--- src/rtl/tlb_pkg.sv ---
package tlb_pkg;
    parameter int VA_W = 14;
    parameter int PO_W = 6;
    parameter int PA_W = 12;
    parameter int SETS = 4;
    parameter int WAYS = 4;

    localparam int VPN_W = VA_W - PO_W;
    localparam int PPN_W = PA_W - PO_W;
    localparam int SET_W = $clog2(SETS);
    localparam int TAG_W = VPN_W - SET_W;
    localparam int WAY_W = $clog2(WAYS);
    localparam int ENT_N = SETS * WAYS;

    typedef struct packed {
        logic             valid;
        logic             glob;
        logic [TAG_W-1:0] tag;
        logic [PPN_W-1:0] ppn;
    } tlb_ent_t;

    typedef struct packed {
        logic             en;
        logic             glob;
        logic [VPN_W-1:0] vpn;
        logic [PPN_W-1:0] ppn;
    } fill_req_t;

    typedef enum logic [1:0] {
        PICK_STEER,
        PICK_RESIDENT,
        PICK_FREE,
        PICK_ROTATE
    } pick_e;
endpackage

--- src/rtl/tlb_match.sv ---
module tlb_match
    import tlb_pkg::*;
(
    input  tlb_ent_t         row_i [WAYS],
    input  logic [TAG_W-1:0] tag_i,
    output logic [WAYS-1:0]  match_o,
    output logic             hit_o,
    output logic [WAY_W-1:0] way_o
);
    genvar w;
    generate
        for (w = 0; w < WAYS; w++) begin : g_cmp
            assign match_o[w] = row_i[w].valid && (row_i[w].tag == tag_i);
        end
    endgenerate

    assign hit_o = |match_o;

    // lowest matching way wins
    always_comb begin
        way_o = '0;
        for (int k = WAYS - 1; k >= 0; k--) begin
            if (match_o[k]) way_o = WAY_W'(k);
        end
    end
endmodule

--- src/rtl/tlb_victim.sv ---
module tlb_victim
    import tlb_pkg::*;
(
    input  logic             clk,
    input  logic             rst_n,
    input  logic             fill_en_i,
    input  logic [SET_W-1:0] set_i,
    input  logic [WAYS-1:0]  valid_i,
    input  logic             res_hit_i,
    input  logic [WAY_W-1:0] res_way_i,
    input  logic             steer_i,
    input  logic [WAY_W-1:0] steer_way_i,
    output logic [WAY_W-1:0] way_o
);
    logic [WAY_W-1:0] rr_q [SETS];
    logic             free_any;
    logic [WAY_W-1:0] free_way;
    pick_e            pick;

    always_comb begin
        free_any = 1'b0;
        free_way = '0;
        for (int k = WAYS - 1; k >= 0; k--) begin
            if (!valid_i[k]) begin
                free_any = 1'b1;
                free_way = WAY_W'(k);
            end
        end
    end

    always_comb begin
        if (steer_i)        pick = PICK_STEER;
        else if (res_hit_i) pick = PICK_RESIDENT;
        else if (free_any)  pick = PICK_FREE;
        else                pick = PICK_ROTATE;
    end

    always_comb begin
        unique case (pick)
            PICK_STEER:    way_o = steer_way_i;
            PICK_RESIDENT: way_o = res_way_i;
            PICK_FREE:     way_o = free_way;
            PICK_ROTATE:   way_o = rr_q[set_i];
            default:       way_o = '0;
        endcase
    end

    always_ff @(posedge clk) begin
        if (!rst_n) begin
            for (int s = 0; s < SETS; s++) rr_q[s] <= '0;
        end else if (fill_en_i) begin
            rr_q[set_i] <= rr_q[set_i] + WAY_W'(1);
        end
    end
endmodule

--- src/rtl/tlb_store.sv ---
module tlb_store
    import tlb_pkg::*;
(
    input  logic             clk,
    input  logic             rst_n,
    input  logic             flush_i,
    input  fill_req_t        fill_i,
    input  logic [WAY_W-1:0] fill_way_i,
    input  logic [WAYS-1:0]  dup_i,
    output tlb_ent_t         ents_o [SETS][WAYS]
);
    tlb_ent_t         ent_q [SETS][WAYS];
    logic [SET_W-1:0] fset;
    logic [TAG_W-1:0] ftag;

    assign fset = fill_i.vpn[SET_W-1:0];
    assign ftag = fill_i.vpn[VPN_W-1:SET_W];

    // later assignments take precedence: flush, then duplicate clear, then fill
    always_ff @(posedge clk) begin
        if (!rst_n) begin
            for (int s = 0; s < SETS; s++)
                for (int w = 0; w < WAYS; w++)
                    ent_q[s][w] <= '0;
        end else begin
            for (int s = 0; s < SETS; s++)
                for (int w = 0; w < WAYS; w++)
                    if (flush_i && !ent_q[s][w].glob) ent_q[s][w].valid <= 1'b0;
            if (fill_i.en) begin
                for (int w = 0; w < WAYS; w++)
                    if (dup_i[w]) ent_q[fset][w].valid <= 1'b0;
                ent_q[fset][fill_way_i] <= '{valid: 1'b1, glob: fill_i.glob,
                                             tag: ftag, ppn: fill_i.ppn};
            end
        end
    end

    assign ents_o = ent_q;
endmodule

--- src/rtl/tlb_xlate.sv ---
module tlb_xlate
    import tlb_pkg::*;
(
    input  logic                       clk,
    input  logic                       rst_n,
    input  logic [tlb_pkg::VA_W-1:0]   lk_vaddr_i,
    output logic                       lk_hit_o,
    output logic [tlb_pkg::PPN_W-1:0]  lk_ppn_o,
    output logic [tlb_pkg::PA_W-1:0]   lk_paddr_o,
    input  logic                       fill_en_i,
    input  logic [tlb_pkg::VPN_W-1:0]  fill_vpn_i,
    input  logic [tlb_pkg::PPN_W-1:0]  fill_ppn_i,
    input  logic                       fill_glob_i,
    input  logic                       fill_steer_i,
    input  logic [tlb_pkg::WAY_W-1:0]  fill_way_i,
    input  logic                       flush_i
);
    tlb_ent_t         ents [SETS][WAYS];
    tlb_ent_t         lk_row [WAYS];
    tlb_ent_t         fl_row [WAYS];
    logic [SET_W-1:0] lk_set, fl_set;
    logic [TAG_W-1:0] lk_tag, fl_tag;
    logic [WAYS-1:0]  lk_match, fl_match, fl_valid;
    logic             lk_hit, fl_hit;
    logic [WAY_W-1:0] lk_way, fl_res_way, fl_way;
    logic [ENT_N-1:0] valid_flat, glob_flat;
    fill_req_t        fill_req;

    assign lk_set = lk_vaddr_i[PO_W +: SET_W];
    assign lk_tag = lk_vaddr_i[VA_W-1 -: TAG_W];
    assign fl_set = fill_vpn_i[SET_W-1:0];
    assign fl_tag = fill_vpn_i[VPN_W-1:SET_W];

    always_comb begin
        for (int w = 0; w < WAYS; w++) begin
            lk_row[w]   = ents[lk_set][w];
            fl_row[w]   = ents[fl_set][w];
            fl_valid[w] = ents[fl_set][w].valid;
        end
    end

    tlb_match u_look (
        .row_i(lk_row), .tag_i(lk_tag),
        .match_o(lk_match), .hit_o(lk_hit), .way_o(lk_way)
    );

    tlb_match u_fmatch (
        .row_i(fl_row), .tag_i(fl_tag),
        .match_o(fl_match), .hit_o(fl_hit), .way_o(fl_res_way)
    );

    tlb_victim u_victim (
        .clk(clk), .rst_n(rst_n), .fill_en_i(fill_en_i), .set_i(fl_set),
        .valid_i(fl_valid), .res_hit_i(fl_hit), .res_way_i(fl_res_way),
        .steer_i(fill_steer_i), .steer_way_i(fill_way_i), .way_o(fl_way)
    );

    assign fill_req = '{en: fill_en_i, glob: fill_glob_i,
                        vpn: fill_vpn_i, ppn: fill_ppn_i};

    tlb_store u_store (
        .clk(clk), .rst_n(rst_n), .flush_i(flush_i), .fill_i(fill_req),
        .fill_way_i(fl_way), .dup_i(fl_match), .ents_o(ents)
    );

    genvar s, w;
    generate
        for (s = 0; s < SETS; s++) begin : g_s
            for (w = 0; w < WAYS; w++) begin : g_w
                assign valid_flat[s*WAYS + w] = ents[s][w].valid;
                assign glob_flat[s*WAYS + w]  = ents[s][w].glob;
            end
        end
    endgenerate

    assign lk_hit_o   = lk_hit;
    assign lk_ppn_o   = lk_hit ? lk_row[lk_way].ppn : '0;
    assign lk_paddr_o = lk_hit ? {lk_row[lk_way].ppn, lk_vaddr_i[PO_W-1:0]} : '0;
endmodule

--- config.mk ---
export PLATFORM = sky130hd
export DESIGN_NAME = tlb_xlate
export DESIGN_NICKNAME = d
export VERILOG_FILES = /design/src/rtl/tlb_pkg.sv /design/src/rtl/tlb_match.sv /design/src/rtl/tlb_victim.sv /design/src/rtl/tlb_store.sv /design/src/rtl/tlb_xlate.sv
export SDC_FILE = /design/constraint.sdc
export NUM_CORES = 1
export LEC_CHECK = 0
export ABC_AREA = 1
export BUFFER_PORTS_ARGS = -buffer_cell sky130_fd_sc_hd__buf_2
export CAP_MARGIN = 30
export CORE_ASPECT_RATIO = 0.7
export CORE_MARGIN = 4
export CORE_UTILIZATION = 50
export CTS_BUF_LIST = sky130_fd_sc_hd__clkbuf_16
export CTS_CLUSTER_DIAMETER = 60
export DETAILED_ROUTE_END_ITERATION = 7
export PLACE_DENSITY_LB_ADDON = 0.12
export SYNTH_ARGS = -nofsm -noshare
export SYNTH_HDL_FRONTEND = slang
export SYNTH_SLANG_ARGS = --single-unit
--- constraint.sdc ---
create_clock -name clk -period 6.67 [get_ports clk]
set_input_delay 0.3335 -clock clk [delete_from_list [all_inputs] [get_ports clk]]
set_output_delay 0.3335 -clock clk [all_outputs]
set_load 0.02 [all_outputs]
==> results.yml <==
outcome:
  outcome: "complete, no violations"
floorplanning:
  start_util_pct: 50.9
  io_pins: 55
  rows: 53
  core_area_um2: 30100
  dieWidth_um: 217
  die_h_um: 155
  dieArea_um2: 33600
sta:
  setup_viol: 0
  clock.fmax_mhz: 220
  worstMarginPinSlew_ps: 1060
  final-hold-violation-count: 0
  worst_slack_ps: 2130
  maxSlewViolCount: 0
  period_needed_ps: 4540
  rsz0062_at_grt: "no"
  max-slew-margin-rel_pct: 29.3
  fin_skew_ps: 20.2
  fin_tns_setup_ps: 0
  min_period_over_period_pct: 68.0
  holdWs_ps: 199
setup_path:
  critPathTopFamily: "buffers and inverters"
  crit_chain: "buf_4, inv_2, a21oi_1, o21ai_0, nand2_1, o2111ai_1, nor2_1, nand2_1, nand2_1, nand2_1, o21ai_0, nand2_1, buf_2"
  rr_worst_depth: 17
  cp_slowest_stage_delay_ps: 600
  cp-startpoint: "lk_vaddr_i[6]"
  cp_num_buf_inv: 3
  crit_top_cell: "nand2_1"
  r2r_slack_ps: 3080
  cp_slowest_cell: "buf_4"
  crit_required_ps: 6340
  cp.depth: 13
  regToRegStartpoint: "u_store.ents_o[209]"
  endpoint_kind: "output port"
  critPathKind: "in -> out"
  crit_path_end: "lk_paddr_o[8]"
  start_kind: "input pin"
  cp_max_fo: 76
  arrival_ps: 4200
cts:
  cts-root-buf: "clkbuf_16"
  ctsHoldBuffers: 0
  clock_path_buffers: 3
  insertion_delay_ps: 550
  cts_resized: 0
  cts_tree: "done"
  htreeDepth: 1
  cts_setup_buffers: 0
  cts_sinks: 232
  cts_buffers: 27
  clk_pin_slew_ps: 70
cells_and_area:
  post-route-util_pct: 53.9
  fill_cells: 3153
  final_nets: 2600
  drive_gt1_share_pct: 8.48
  syn_to_final_growth_pct: 5.86
  final_common_cell: "nand2_1"
  mostFrequentLayoutCells: "nand2_1 (845), inv_1 (417), nor2_1 (268)"
  antennaDiodeCount: 0
placed_design:
  port-buffer-count: 54
  place_ws_ps: 1960
  place_congestion: 0.917
  dpl.hpwl_mm: 33.1
power_and_ir_drop:
  power.density_nw_per_um2: 209
  total_power_mw: 3.39
  peakVddDrop_uv: 162
  p_leak_nw: 8.03
drt:
  drt-total-wl_mm: 53.2
  vias: 16100
  drt-pass1-iter-count: 6
  ant_nets: 0
  routed_via_density: 5.37
  drc_errors: 0
  wl_per_cell_um: 17.8
  drt-initial-drc-count: 2092
grt:
  grt_overflow_total: 0
  antenna_found_initial: 0
  grt_pass1_wl_mm: 81.9
  grt_max_degree: 85
  grt_use_total_pct: 30.4
  grt_pass1_vias: 14100
yosys:
  synth_area_um2: 15300
  yosysWarnings: 0
  synth_edf_count: 8
  synth_flop_cell: "dfxtp_1"
  ys_top_cells_by_area: "dfxtp_1 (29%), nand2_1 (21%), inv_1 (10%)"
  syn_area_per_cell_um2: 5.79
  ys_seq_elements: 232
  ys_types: 40
  ys_seq_area_share_pct: 30.8
  synth_top_area_share_pct: 29.2
  syn_inst: 2649
  synth_nets: 2685
  synth.largest_area_cell: "dfxtp_1"
  async_reset_ff_share_pct: 0
worst_hold_path:
  hold_class: "in -> reg"
flow_run:
  maxCapViolations: 0
-- routing by layer --
metal  track usage, %  part of all wire (%)  vias to the layer above
met2             44.5                    41                      671
met4             6.42                   2.0                        0
met1             46.2                    47                     7330
met3             6.01                   9.9                       76
li1                 -                     -                     8005
met5                0                     0                        -
-- worst min-delay path by stage --
stage                               end  depth (start not counted)  slack [ps]      start
floorplan                      register                          4         480   register
global placement               register                          4         490   register
detailed placement             register                          4         490   register
CTS                 u_victim.rr_q[3][0]                          3         170  fill_en_i
global route        u_victim.rr_q[3][0]                          3         210  fill_en_i
finish              u_victim.rr_q[3][0]                          3         200  fill_en_i
-- cells by family after synthesis --
| group | share of synthesized area, % |
|---|---|
| buf+inv | 18.5 |
| simple gates | 40.4 |
| compound gates | 9.88 |
| flops | 30.8 |
| xor+xnor | 0.457 |
-- power by group --
group          leakage (nW)  total (mW)  switching (mW)  internal [mW]
logic                  5.72       0.550           0.415          0.135
registers              1.89        1.44          0.0146           1.43
clock network         0.419        1.40           0.631          0.772
-- through the flow --
stage	instance area (um^2)	instances
floorplan	15300	2649
global placement	15400	2945
detailed placement	15400	2947
CTS	16200	2994
global route	16200	2994
finish	16200	2994
-- layout make-up --
| cell class | instances | area [um^2] | area share [%] |
|---|---|---|---|
| Tap cell | 412 | 515 | 3.18 |
| Clock inverter | 20 | 124 | 0.763 |
| Inverter | 484 | 1820 | 11.2 |
| Clock buffer | 27 | 676 | 4.16 |
| Multi-Input combinational cell | 1734 | 7820 | 48.2 |
| Sequential cell | 232 | 4720 | 29.1 |
| Timing Repair Buffer | 85 | 548 | 3.38 |
-- tightest hold or removal path, stage by stage --
cell     delay [ps]
buf_2           120
nand2_1          80
nor2_1           50
-- Yosys cell counts, types with 2 or more instances --
cell,count
nand2_1,847
inv_1,412
nor2_1,272
dfxtp_1,224
nand4_1,215
a21oi_1,122
o21ai_0,117
nand3_1,76
inv_2,68
buf_2,63
clkbuf_1,61
buf_1,42
buf_4,17
o21ai_1,17
a22oi_1,16
buf_6,16
nand3_2,11
edfxtp_1,8
xor2_1,8
a21boi_0,4
and2_1,3
clkinv_1,3
nand3_4,3
nor2_2,3
o22ai_1,3
a31oi_1,2
nand2_2,2
or2_2,2
(Power assumes the default switching activity.)
